--- config.mk ---
export PLATFORM = sky130hd
export DESIGN_NAME = sysctl_maint_decoder
export DESIGN_NICKNAME = d
export VERILOG_FILES = /design/src/rtl/maint_pkg.sv /design/src/rtl/maint_cmd_decode.sv /design/src/rtl/maint_fsm.sv /design/src/rtl/sysctl_maint_decoder.sv
export SDC_FILE = /design/constraint.sdc
export NUM_CORES = 1
export LEC_CHECK = 0
export BUFFER_PORTS_ARGS = -buffer_cell sky130_fd_sc_hd__buf_2
export CAP_MARGIN = 20
export CORE_MARGIN = 2
export CORE_UTILIZATION = 35
export CTS_BUF_LIST = sky130_fd_sc_hd__clkbuf_2 sky130_fd_sc_hd__clkbuf_4 sky130_fd_sc_hd__clkbuf_8
export DETAILED_ROUTE_END_ITERATION = 10
export PLACE_DENSITY = 0.72
export SLEW_MARGIN = 15
export SYNTH_ARGS = -nofsm -noshare
export SYNTH_HDL_FRONTEND = slang
export SYNTH_SLANG_ARGS = --single-unit
--- constraint.sdc ---
create_clock -name clk -period 2.2 [get_ports clk]
set_clock_uncertainty 0.2 [all_clocks]
set_input_delay 0.11 -clock clk [delete_from_list [all_inputs] [get_ports clk]]
set_output_delay 0.11 -clock clk [all_outputs]
set_load 0.01 [all_outputs]
--- src/rtl/maint_pkg.sv ---
package maint_pkg;

    typedef enum logic [2:0] {
        MOP_NONE,
        MOP_BOTH,
        MOP_ISIDE,
        MOP_DSIDE,
        MOP_DENTRY
    } mop_e;

    typedef enum logic [1:0] {
        ST_IDLE,
        ST_CACHE_OP,
        ST_TLB_OP,
        ST_TRAP
    } mstate_e;

    typedef struct packed {
        logic hit;     // transfer lands on a maintenance register
        logic is_tlb;  // register 8 rather than 7
        logic bad;     // must be trapped
        mop_e op;
    } dec_t;

    // pulse vector order: {inv_i, inv_d, inv_d_entry}
    function automatic logic [2:0] op_to_pulses(input mop_e op);
        logic [2:0] p;
        unique case (op)
            MOP_BOTH:   p = 3'b110;
            MOP_ISIDE:  p = 3'b100;
            MOP_DSIDE:  p = 3'b010;
            MOP_DENTRY: p = 3'b001;
            default:    p = 3'b000;
        endcase
        return p;
    endfunction

endpackage

--- src/rtl/maint_cmd_decode.sv ---
module maint_cmd_decode
    import maint_pkg::*;
#(
    parameter int SEL_W     = 4,
    parameter int OPC_W     = 3,
    parameter int CP_ID     = 15,
    parameter int CACHE_REG = 7,
    parameter int TLB_REG   = 8
) (
    input  logic             xfer_valid,
    input  logic             xfer_read,
    input  logic [SEL_W-1:0] cp_sel,
    input  logic [OPC_W-1:0] op_a,
    input  logic [SEL_W-1:0] reg_major,
    input  logic [SEL_W-1:0] reg_minor,
    input  logic [OPC_W-1:0] op_b,
    output dec_t             dec
);

    localparam logic [SEL_W-1:0] CP_V    = SEL_W'(CP_ID);
    localparam logic [SEL_W-1:0] CACHE_V = SEL_W'(CACHE_REG);
    localparam logic [SEL_W-1:0] TLB_V   = SEL_W'(TLB_REG);

    mop_e table_op;

    always_comb begin
        unique case ({op_b, reg_minor})
            {OPC_W'(0), SEL_W'(4'b0111)}: table_op = MOP_BOTH;
            {OPC_W'(0), SEL_W'(4'b0101)}: table_op = MOP_ISIDE;
            {OPC_W'(0), SEL_W'(4'b0110)}: table_op = MOP_DSIDE;
            {OPC_W'(1), SEL_W'(4'b0110)}: table_op = MOP_DENTRY;
            default:                      table_op = MOP_NONE;
        endcase
    end

    always_comb begin
        dec.hit    = xfer_valid && (cp_sel == CP_V) &&
                     ((reg_major == CACHE_V) || (reg_major == TLB_V));
        dec.is_tlb = (reg_major == TLB_V);
        dec.bad    = xfer_read || (op_a != '0) || (table_op == MOP_NONE);
        dec.op     = dec.bad ? MOP_NONE : table_op;
    end

endmodule

--- src/rtl/maint_fsm.sv ---
module maint_fsm
    import maint_pkg::*;
#(
    parameter int ADDR_W = 32
) (
    input  logic              clk,
    input  logic              rst_n,
    input  dec_t              dec,
    input  logic [ADDR_W-1:0] wdata,
    output mstate_e           state,
    output mop_e              op_q,
    output logic [ADDR_W-1:0] addr_q
);

    mstate_e           state_d;
    mop_e              op_d;
    logic [ADDR_W-1:0] addr_d;

    always_comb begin
        state_d = ST_IDLE;
        op_d    = MOP_NONE;
        addr_d  = '0;
        if (dec.hit) begin
            if (dec.bad) begin
                state_d = ST_TRAP;
            end else begin
                state_d = dec.is_tlb ? ST_TLB_OP : ST_CACHE_OP;
                op_d    = dec.op;
                if (dec.op == MOP_DENTRY) begin
                    addr_d = wdata;
                end
            end
        end
    end

    always_ff @(posedge clk) begin
        if (!rst_n) begin
            state  <= ST_IDLE;
            op_q   <= MOP_NONE;
            addr_q <= '0;
        end else begin
            state  <= state_d;
            op_q   <= op_d;
            addr_q <= addr_d;
        end
    end

endmodule

--- src/rtl/sysctl_maint_decoder.sv ---
module sysctl_maint_decoder
    import maint_pkg::*;
#(
    parameter int ADDR_W    = 32,
    parameter int SEL_W     = 4,
    parameter int OPC_W     = 3,
    parameter int CP_ID     = 15,
    parameter int CACHE_REG = 7,
    parameter int TLB_REG   = 8
) (
    input  logic              clk,
    input  logic              rst_n,
    input  logic              xfer_valid,
    input  logic              xfer_read,
    input  logic [SEL_W-1:0]  cp_sel,
    input  logic [OPC_W-1:0]  op_a,
    input  logic [SEL_W-1:0]  reg_major,
    input  logic [SEL_W-1:0]  reg_minor,
    input  logic [OPC_W-1:0]  op_b,
    input  logic [ADDR_W-1:0] xfer_data,
    output logic              cache_inv_i,
    output logic              cache_inv_d,
    output logic              cache_inv_d_entry,
    output logic              tlb_inv_i,
    output logic              tlb_inv_d,
    output logic              tlb_inv_d_entry,
    output logic [ADDR_W-1:0] entry_vaddr,
    output logic              unclaimed
);

    localparam int N_TGT = 2;  // 0 = caches, 1 = TLBs

    dec_t              dec;
    mstate_e           state;
    mop_e              op_q;
    logic [ADDR_W-1:0] addr_q;
    logic [2:0]        pulses [N_TGT];

    maint_cmd_decode #(
        .SEL_W(SEL_W), .OPC_W(OPC_W), .CP_ID(CP_ID),
        .CACHE_REG(CACHE_REG), .TLB_REG(TLB_REG)
    ) u_decode (
        .xfer_valid(xfer_valid),
        .xfer_read (xfer_read),
        .cp_sel    (cp_sel),
        .op_a      (op_a),
        .reg_major (reg_major),
        .reg_minor (reg_minor),
        .op_b      (op_b),
        .dec       (dec)
    );

    maint_fsm #(.ADDR_W(ADDR_W)) u_fsm (
        .clk   (clk),
        .rst_n (rst_n),
        .dec   (dec),
        .wdata (xfer_data),
        .state (state),
        .op_q  (op_q),
        .addr_q(addr_q)
    );

    for (genvar g = 0; g < N_TGT; g++) begin : g_tgt
        localparam mstate_e OWN_ST = (g == 0) ? ST_CACHE_OP : ST_TLB_OP;
        always_comb begin
            pulses[g] = (state == OWN_ST) ? op_to_pulses(op_q) : 3'b000;
        end
    end

    always_comb begin
        {cache_inv_i, cache_inv_d, cache_inv_d_entry} = pulses[0];
        {tlb_inv_i,   tlb_inv_d,   tlb_inv_d_entry}   = pulses[1];
        unclaimed   = (state == ST_TRAP);
        entry_vaddr = addr_q;
    end

endmodule

* Yosys cells after proc, flatten, opt, wreduce, memory -nomap -nowiden
Index checks and enable logic that the tools add are counted. Widths: inputs -> output; s select.
Storage, ports and cells: word-level logic and storage cells 38, input bits 54, output and inout bits 39, bits in registers 37
Operators by class: equal/unequal tests 15, bitwise logic cells 3, reduce and logical (&&, ||, !) cells 10, multiplexer cells 7
Operators with widths (number):
- $pmux 3 s4 | 2
- $eq 7x3->1 const B | 3
- $mux 3 | 3
- $eq 4x4->1 const B | 2
- $eq 7x5->1 const B | 1
- $eq 3x2->1 const B | 2
- $eq 3x3->1 const B | 2
- $eq 2x2->1 const B | 2
- $eq 4x3->1 const B | 1
- $mux 2 | 2
- $reduce_or 4->1 | 1
- $eq 3x1->1 const B | 1
- $logic_not 3->1 | 1
- $logic_or 1x1->1 | 3
- $not 1->1 | 3
- $reduce_bool 3->1 | 1
- $reduce_or 3->1 | 1
- $eq 2x1->1 const B | 1
- $logic_and 1x1->1 | 2
- $reduce_and 2->1 | 1

* Longest topological paths before layout
Gate-level depths: netlist of run 1.
depth in word-level cells 8, mapped depth 4

* Cells and area by module
A second synthesis of run 1 with hierarchy kept.
Unflattened totals: cells, all modules 110, area, all modules 1246.2 um^2
By module, submodules not included:
- maint_fsm | instances 1, cells an instance 85, area an instance 1072.3 um^2
- maint_cmd_decode | instances 1, cells an instance 13, area an instance 106.4 um^2
- sysctl_maint_decoder | instances 1, cells an instance 12, area an instance 67.6 um^2

* Worst setup path after synthesis of run 1
No wires, ideal clock.
path kind input to register, start input port reg_major[1], end register u_fsm.addr_q[10], required time 1.939 ns, stages 4, setup slack 0.612 ns, data arrival time 1.327 ns, path through or4b_4 > a211oi_4 > buf_6 > and4_1
On the way: cells in the longest elaborated chain, start to end 5, elaborated cells between the ends (all ways) 6, those cells by class 2 x eq/ne; 1 x bitwise; 3 x reduce/logical
RTL lines:
- start: declaration | RTL line sysctl_maint_decoder.sv:17 | input logic [SEL_W-1:0] reg_major,
- $eq 4x3->1 or $eq 4x4->1 (tied branches) | RTL line maint_cmd_decode.sv:38 | ((reg_major == CACHE_V) || (reg_major == TLB_V));
- $logic_or 1x1->1 (*) | RTL line maint_cmd_decode.sv:38
- $logic_and 1x1->1 (*) | RTL line maint_cmd_decode.sv:37 | dec.hit = xfer_valid && (cp_sel == CP_V) &&
- $not 1->1 (no line) (*)
- $reduce_or 4->1 (no line) (*)
- end signal: assignment | RTL line maint_fsm.sv:44 | addr_q <= addr_d;
- end: declaration | RTL line maint_fsm.sv:12 | output logic [ADDR_W-1:0] addr_q
Every way passes the cells marked *; elsewhere a longest branch is shown, timed or not. A chain may end at the register's enable or synchronous reset.

* Worst setup path after layout of run 1
start input port reg_major[1], end register u_fsm.op_q[1]
On the way: cells in the longest elaborated chain, start to end 5, elaborated cells between the ends (all ways) 6, those cells by class 2 x eq/ne; 1 x bitwise; 3 x reduce/logical
RTL lines:
- $eq 4x3->1 or $eq 4x4->1 (tied branches) | RTL line maint_cmd_decode.sv:38
- $logic_or 1x1->1 (*) | RTL line maint_cmd_decode.sv:38
- $logic_and 1x1->1 (*) | RTL line maint_cmd_decode.sv:37
- $not 1->1 (no line) (*)
- $reduce_or 3->1 (no line) (*)
- end signal: assignment | RTL line maint_fsm.sv:43 | op_q <= op_d;
- end: declaration | RTL line maint_fsm.sv:11 | output mop_e op_q,
Marks and branches as above.

==> flow_summary_export.csv, run 1 <==
group,metric,value,unit
outcome,run_status,"complete, no violations",
sta,setup_viol,0,
placed_design,hpwl,2.37,mm
yosys,ys_seq_area_frac,0.563,
sta,setup_tns,0,ns
routing,vias,1352,
setup_path,crit_start,"reg_major[1]",
sta,tightest_slew,0.546,ns
grt,grt_overflow_total,0,
setup_path,cp-endpoint,"u_fsm.op_q[1]",
sta,rsz0062_at_grt,"false",
hold_path,hp-class,"in2reg",
layout,drive_above_1_share,0.471,
setup_path,path_delay_family,"simple AND/OR/NAND/NOR gates",
routing,via_per_inst,4.66,
cts,cts_setup_buffers,0,
floorplan,core,3630,sq um
routing,drc,0,
yosys,synth.distinct_cells,24,
yosys,synth_top_area_frac,0.563,
sta,fin_hold_ws,0.0168,ns
layout,finalInstanceArea,2290,sq um
power_and_ir_drop,vdd_drop_max,0.288,mV
yosys,mappedNetlistArea,1320,sq um
cts,tritoncts,"yes",
grt,antenna_found_initial,0,
layout,multiInputGateArea,522,sq um
run,maxCapViolCount,0,
setup_path,end_kind,"flip-flop",
setup_path,required,2.23,ns
sta,period_minus_slack,1.94,ns
setup_path,critPathSlowestCell,"or4b_4",
grt,grt_max_degree,34,
setup_path,worstSetupPathType,"in2reg",
grt,track_usage,0.164,
placed_design,gp_congestion,0.769,
layout,area_delta_synth_final,73.7,%
cts,h-tree-depth,2,
setup_path,worst-path-buf-inv,2,
layout,final_cells,290,
cts,hold_buffers,36,
sta,slew_headroom,0.635,
floorplan,die_h,65.3,microns
routing,dr.pass1.iters,4,
setup_path,crit_arrival,1.97,ns
placed_design,dpl-instance-area,1820,sq um
cts,clk_pin_slew,0.07,ns
layout,num_antenna_cells,0,
yosys,ys_seq_elements,37,
layout,regArea,741,sq um
yosys,ys_warn_count,0,
floorplan,rows,22,
sta,max_freq,515,MHz
floorplan,floorplan.die_area,4270,sq um
cts,cts_buffers,5,
placed_design,numPortBuffers,92,
power_and_ir_drop,power_density,564,nW/um^2
setup_path,crit_path_max_incr_delay,0.56,ns
floorplan,pin_count,93,
yosys,yosysTopAreaCell,"dfxtp_1",
routing,routedWlPerCell,12.4,microns
floorplan,fp.dieW,65.3,microns
cts,ctsResizeCount,0,
cts,cts.path.max_buffers,2,
sta,final-hold-violation-count,0,
sta,post-route-period-util,0.883,
routing,drt_iter0_drc,46,
yosys,syn_avg_cell_area,12.0,sq um
cts,root_buffer,"clkbuf_8",
routing,wirelength,3.60,mm
routing,antenna_left,0,
grt,grt_pass1_wl,5.29,mm
placed_design,dp.cells,246,
layout,fillers,301,
grt,first_global_vias,1253,
yosys,synth_cells,110,
setup_path,crit_chain,"buf_2 -> or4b_4 -> a211o_2 -> nor4b_2 -> dlygate4sd3_1",
sta,finalMaxSlewViolations,0,
setup_path,crit_path_max_fanout,4,
cts,clock_sinks,37,
layout,nets,295,
setup_path,path_depth,5,
yosys,synth.net_count,164,
power_and_ir_drop,power_leakage,1.13,nW
setup_path,worstSetupStartpointType,"primary input",
floorplan,start_util,0.362,
yosys,synth_area_leaders,"dfxtp_1 56%, and4_1 19%, buf_6 2.6%, and4_2 2.3%, nor4b_2 2.3%",
cells in the final DEF (no fill, tap or decap), drive strengths merged, types with 2 or more instances in the layout:
master,netlist,final
dlygate4sd3,0,36
nand2b,4,4
buf,3,97
clkbuf,6,7
nand2,2,2
dfxtp,37,37
and2,2,2
nor4b,3,3
a31oi,2,2
nor2,7,7
and4,32,32
how the worst min path moves through the flow:
stage / start / endpoint / slack (ns) / cells after the start
6_report: reg_minor[3] / u_fsm.addr_q[23] / 0.02 / 3
5_1_grt: reg_minor[3] / u_fsm.addr_q[24] / 0.02 / 3
4_1_cts: reg_minor[3] / u_fsm.addr_q[23] / 0.02 / 3
3_5_place_dp: op_b[0] / u_fsm.op_q[1] / 0.14 / 2
3_3_place_gp: op_b[0] / u_fsm.op_q[1] / 0.14 / 2
2_1_floorplan: op_b[0] / u_fsm.op_q[0] / -0.02 / 1
final cells by class:
| type | instances | share of cell area |
|---|---|---|
| inverter | 1 | 0.00164 |
| tap | 48 | 0.0263 |
| clock inverter | 1 | 0.00219 |
| clock buffer | 7 | 0.0421 |
| multi-input combinational | 63 | 0.228 |
| timing repair buffer | 133 | 0.375 |
| sequential | 37 | 0.324 |
stage by stage:
| stage | setup slack [ns] | power, mW | utilization |
|---|---|---|---|
| after CTS | 0.263 | 1.30 | 0.629 |
| after global routing | 0.215 | 1.34 | 0.629 |
| after global placement | 0.469 | 0.750 | 0.502 |
| after detailed placement | 0.432 | 0.750 | 0.502 |
| final | 0.257 | 1.29 | 0.629 |
| after floorplan | 0.612 | 0.699 | - |
flip-flops by register name, indices dropped and copies added, names as in the netlist:
name and cells:
u_fsm.op_q 3, u_fsm.addr_q 32, u_fsm.state 2
logic make-up (layout without fill, tap and decap cells):
| kind of cell | Yosys count | in the layout | share of synthesized area |
|---|---|---|---|
| AO/OA/AOI/OAI | 4 | 4 | 0.0323 |
| flip-flops | 37 | 37 | 0.563 |
| AND/OR/NAND/NOR | 56 | 56 | 0.338 |
| multiplexers | 1 | 1 | 0.00760 |
| buffers and inverters | 10 | 142 | 0.0456 |
| XOR/XNOR | 2 | 2 | 0.0133 |
synthesized netlist by cell type:
library cell and instances:
a211o_2 1, a211oi_4 1, a31oi_1 2, and2_1 2, and3_1 1, and4_1 29
and4_2 3, and4b_1 1, buf_6 3, clkbuf_1 6, dfxtp_1 37, inv_1 1
mux2i_1 1, nand2_1 2, nand2b_1 4, nand4_1 1, nand4b_1 1, nor2_1 7
nor4_1 1, nor4b_1 1, nor4b_2 2, or4b_4 1, xnor2_1 1, xor2_1 1
report_power, final:
group | leakage, nW | internal (mW) | total (mW) | switching [mW]
Clock | 0.0542 | 0.283 | 0.504 | 0.222
Sequential | 0.298 | 0.670 | 0.670 | 0.0000442
Combinational | 0.776 | 0.0797 | 0.114 | 0.0344
Total | 1.13 | 1.03 | 1.29 | 0.256
layer usage:
| layer | share of wire | global-route usage | up-vias | routed length, microns |
|---|---|---|---|---|
| li1 | - | - | 676 | - |
| met1 | 0.42 | 0.170 | 607 | 1510 |
| met2 | 0.50 | 0.315 | 64 | 1810 |
| met3 | 0.067 | 0.0291 | 5 | 241 |
| met4 | 0.012 | 0.0781 | 0 | 44 |
| met5 | 0 | 0 | - | 0 |
No activity file was read; power rests on OpenSTA's default activity.
==> run 2: changes to the inputs <==
==> constraint.sdc (replaced) <==
create_clock -name clk -period 2.2 [get_ports clk]
set_clock_uncertainty 0.2 [all_clocks]
set_input_delay 0.44 -clock clk [delete_from_list [all_inputs] [get_ports clk]]
set_output_delay 0.44 -clock clk [all_outputs]
set_load 0.01 [all_outputs]
==> flow_summary_export.csv, run 2 (synthesis results as in run 1) <==
group,metric,value,unit
outcome,run_status,"complete, no violations",
power_and_ir_drop,combPwrFrac,0.058,
setup_path,worstSetupStartpointType,"primary input",
floorplan,die_h,65.3,microns
layout,largest_registers,"u_fsm.addr_q: 32 flops, u_fsm.op_q: 3 flops, u_fsm.state: 2 flops",
sta,tightest_slew,0.344,ns
sta,rsz0062_at_grt,"false",
sta,final-hold-violation-count,0,
setup_path,required,2.22,ns
floorplan,start_util,0.362,
cts,h-tree-depth,2,
layout,num_antenna_cells,0,
setup_path,crit_path_max_fanout,19,
floorplan,core,3630,sq um
power_and_ir_drop,p_sw,0.223,mW
routing,wirelength,2.91,mm
floorplan,rows,22,
sta,finalMaxSlewViolations,0,
floorplan,fp.dieW,65.3,microns
sta,max_freq,556,MHz
power_and_ir_drop,vdd_drop_max,0.281,mV
setup_path,crit_path_max_incr_delay,0.56,ns
power_and_ir_drop,intPower,0.918,mW
routing,dr.pass1.iters,4,
layout,nets,258,
sta,post-route-period-util,0.818,
hold_path,hp-class,"in2reg",
setup_path,worst-path-buf-inv,2,
routing,routedWlPerCell,11.6,microns
layout,fillers,355,
placed_design,pre_cts_slack,0.0922,ns
run,maxCapViolCount,0,
setup_path,end_kind,"flip-flop",
cts,hold_buffers,0,
cts,root_buffer,"clkbuf_8",
placed_design,hpwl,2.25,mm
setup_path,worstSetupPathType,"in2reg",
layout,multiInputGateArea,522,sq um
power_and_ir_drop,power_leakage,0.964,nW
grt,grt_overflow_total,0,
grt,track_usage,0.139,
layout,area_delta_synth_final,45.5,%
floorplan,pin_count,93,
layout,layout_common_cells,"92 x buf_2, 37 x dfxtp_1, 29 x and4_1",
grt,antenna_found_initial,0,
routing,vias,1191,
floorplan,floorplan.die_area,4270,sq um
layout,regMostFlops,"u_fsm.addr_q",
grt,grt_max_degree,35,
layout,final_cells,251,
cts,cts_setup_buffers,0,
layout,fin_util,0.527,
cts,clk_pin_slew,0.06,ns
cts,cts_buffers,5,
cts,cts.path.max_buffers,2,
placed_design,dp.cells,245,
grt,grt_pass1_wl,4.42,mm
sta,slew_headroom,0.770,
routing,via_per_inst,4.75,
cts,clock_sinks,37,
layout,drive_above_1_share,0.547,
layout,largest_reg_flops,32,
cts,tritoncts,"yes",
setup_path,crit_chain,"buf_2 -> or4b_4 -> a211oi_4 -> buf_4 -> and4_2",
sta,fin_hold_ws,0.197,ns
power_and_ir_drop,clkPwrFrac,0.355,
routing,drc,0,
sta,setup_tns,0,ns
layout,final_common_cell,"buf_2",
sta,period_minus_slack,1.80,ns
placed_design,numPortBuffers,92,
layout,regArea,741,sq um
setup_path,path_delay_family,"simple AND/OR/NAND/NOR gates",
routing,antenna_left,0,
setup_path,crit_arrival,1.82,ns
power_and_ir_drop,power_frac_seq,0.587,
grt,first_global_vias,1032,
cts,ctsResizeCount,0,
placed_design,gp_congestion,0.727,
routing,drt_iter0_drc,37,
power_and_ir_drop,swShare,0.195,
power_and_ir_drop,power_density,596,nW/um^2
sta,setup_viol,0,
sta,setup_ws,0.400,ns
setup_path,critPathSlowestCell,"or4b_4",
==> run 2: changes by cell type in the layout (fill, tap and decap cells not counted), sizes merged <==
cell,previous run,this run
dlygate4sd3,36,0
buf,97,96
clkbuf,7,5
==> run 2: worst paths after layout <==
kind | start | slack [ns] | end | cells after the start
min | op_b[0] | 0.20 | u_fsm.op_q[0] | 2
max | reg_major[1] | 0.40 | u_fsm.addr_q[1] | 5
==> run 2: final cells by class <==
type / count / share of cell area
Clock buffer: 5 / 0.0359
Sequential cell: 37 / 0.387
Tap cell: 48 / 0.0314
Inverter: 1 / 0.00196
Multi-Input combinational cell: 63 / 0.272
Timing Repair Buffer: 96 / 0.269
Clock inverter: 1 / 0.00261
==> run 2: per-layer routing <==
layer  wire, microns  track usage
met1            1260        0.160
met3             293       0.0360
met5               0            0
met4              59       0.0859
met2            1290        0.230
==> run 2: power groups by stage <==
stage	combinational [mW]	clock, mW	sequential (mW)
floorplan	0.0142	0	0.685
global placement	0.0654	0	0.685
detailed placement	0.0660	0	0.685
CTS	0.0668	0.422	0.670
global route	0.0740	0.444	0.669
finish	0.0658	0.405	0.670
==> run 2: metrics by stage <==
step / area (sq um) / power [mW]
CTS: 1920 / 1.16
detailed placement: 1840 / 0.751
global placement: 1840 / 0.750
finish: 1920 / 1.14
floorplan: 1320 / 0.699
global route: 1920 / 1.19
==> run 3: changes to the inputs <==
ABC_AREA = 1   (was unset)
PLACE_DENSITY = 0.71   (was 0.72)
clock period = 1.85 ns   (was 2.2 ns; I/O delays follow)
==> flow_summary_export.csv, run 3 <==
group,metric,value,unit
outcome,run_status,"complete, no violations",
placed_design,dpl-instance-area,1880,sq um
placed_design,hpwl,2.07,mm
yosys,synth_area_leaders,"dfxtp_1 54%, nor2_2 14%, inv_1 13%, nor2_1 4.6%, nand2_1 4.4%",
sta,setup_ws,0.0279,ns
yosys,synth_cells,167,
cts,cts_buffers,5,
setup_path,critPathSlowestCell,"dfxtp_1",
yosys,syn_avg_cell_area,8.24,sq um
power_and_ir_drop,power_leakage,1.18,nW
yosys,yosysTopAreaCell,"dfxtp_1",
sta,post-route-period-util,0.985,
routing,wl_met2,1.14,mm
sta,setup_tns,0,ns
setup_path,end_kind,"output pin",
grt,grt_pass1_wl,4.18,mm
placed_design,numPortBuffers,92,
yosys,ys_seq_area_frac,0.538,
routing,wirelength,2.53,mm
cts,clk_pin_slew,0.07,ns
placed_design,gp_congestion,0.706,
yosys,synth_top_area_frac,0.538,
routing,routedWlPerCell,8.12,microns
sta,finalMaxSlewViolations,0,
floorplan,rows,22,
yosys,yosysMostFrequentCell,"inv_1",
yosys,synthFlopType,"dfxtp_1",
layout,largest_reg_flops,32,
layout,nets,319,
cts,ctsResizeCount,0,
sta,final-hold-violation-count,0,
power_and_ir_drop,power_density,707,nW/um^2
yosys,synth.net_count,221,
floorplan,start_util,0.370,
power_and_ir_drop,vdd_drop_max,0.333,mV
layout,num_antenna_cells,0,
layout,fin_util,0.525,
cts,root_buffer,"clkbuf_8",
grt,first_global_vias,1090,
layout,regMostFlops,"u_fsm.addr_q",
layout,layout_common_cells,"92 x buf_2, 49 x inv_1, 37 x dfxtp_1",
floorplan,core,3720,sq um
yosys,synthArstFlopShare,0,
setup_path,crit_arrival,1.25,ns
setup_path,required,1.28,ns
routing,via_per_inst,3.92,
run,maxCapViolCount,0,
routing,met1_length,1.01,mm
yosys,synth_edf_count,0,
grt,track_usage,0.127,
cts,hold_buffers,0,
routing,drt_iter0_drc,34,
layout,drive_above_1_share,0.508,
cts,clock_sinks,37,
layout,finalInstanceArea,1950,sq um
yosys,mappedNetlistArea,1380,sq um
yosys,ys_warn_count,0,
yosys,ys_top_cells_by_count,"49 x inv_1, 37 x dfxtp_1, 30 x nor2_2",
layout,largest_registers,"u_fsm.addr_q: 32 flops, u_fsm.op_q: 3 flops, u_fsm.state: 2 flops",
grt,grt_overflow_total,0,
sta,max_freq,549,MHz
routing,highest_layer,"met4",
sta,tightest_slew,0.296,ns
hold_path,hp-class,"in2reg",
floorplan,floorplan.die_area,4450,sq um
sta,period_minus_slack,1.82,ns
floorplan,pin_count,93,
yosys,ys_seq_elements,37,
cts,tritoncts,"yes",
routing,dr.pass1.iters,2,
grt,grt_max_degree,18,
sta,fin_hold_ws,0.100,ns
floorplan,fp.dieW,66.7,microns
yosys,synth.distinct_cells,15,
routing,vias,1222,
routing,drc,0,
grt,antenna_found_initial,0,
cts,cts.path.max_buffers,2,
sta,slew_headroom,0.802,
cts,h-tree-depth,2,
routing,antenna_left,0,
layout,final_common_cell,"buf_2",
sta,rsz0062_at_grt,"true",
floorplan,die_h,66.7,microns
cts,cts_setup_buffers,0,
setup_path,crit_path_max_incr_delay,0.32,ns
routing,wl_met3,337,microns
setup_path,worstSetupPathType,"reg2out",
layout,area_delta_synth_final,41.8,%
placed_design,pre_cts_slack,0.213,ns
setup_path,crit_path_max_fanout,3,
setup_path,crit_chain,"inv_1 -> or2_2 -> nor3_1 -> buf_2",
setup_path,worstSetupStartpointType,"flip-flop",
sta,setup_viol,0,
## run 3: cell types whose count changed in the layout (fill, tap and decap cells not counted), moves of 2 or more
cell      change
nand2b_1      -4
inv_1        +48
nor3_1        +2
a31oi_1       -2
nand3_1       +6
nor4b_2       -3
nand2_1      +14
and4_2        -3
nor2_1       +10
buf_12        -2
nor2_2       +30
and2_1        -2
and4_1       -29
## run 3: final timing paths
| check | from | end | slack, ns | cells after the start |
|---|---|---|---|---|
| min | xfer_data[30] | u_fsm.addr_q[30] | 0.10 | 3 |
| max | u_fsm.state[1] | tlb_inv_d | 0.03 | 4 |
## run 3: logic make-up after synthesis
group | Yosys count | share of synthesized area
compound gates | 3 | 0.0191
simple gates | 75 | 0.285
flops | 37 | 0.538
buf+inv | 52 | 0.158
## run 3: final cells by class
class,count,area [sq um]
Fill cell,381,1760
Tap cell,48,60.1
Inverter,49,184
Sequential cell,37,741
Clock buffer,5,68.8
Timing Repair Buffer,94,475
Clock inverter,1,5.00
Multi-Input combinational cell,78,418
## run 3: per-stage QoR
step	power (mW)	std cells
5_1_grt	1.45	312
3_3_place_gp	0.908	306
6_report	1.38	312
2_1_floorplan	0.851	167
3_5_place_dp	0.908	306
4_1_cts	1.40	312
## run 3: per-layer routing
layer | up-vias | GRT usage
li1 | 658 | -
met1 | 497 | 0.127
met2 | 61 | 0.218
met3 | 6 | 0.0642
met4 | 0 | 0.0612
met5 | - | 0
## run 3: worst max-delay path, delay by kind of cell, from the launching register on
family | cells | cell delay, ns
AND/OR/NAND/NOR | 2 | 0.45
buffers and inverters | 2 | 0.21
flip-flops | 1 | 0.32
## run 3: power breakdown
part           switching [mW]  internal [mW]
combinational          0.0423         0.0508
sequential          0.0000432          0.797
clock                   0.243          0.247
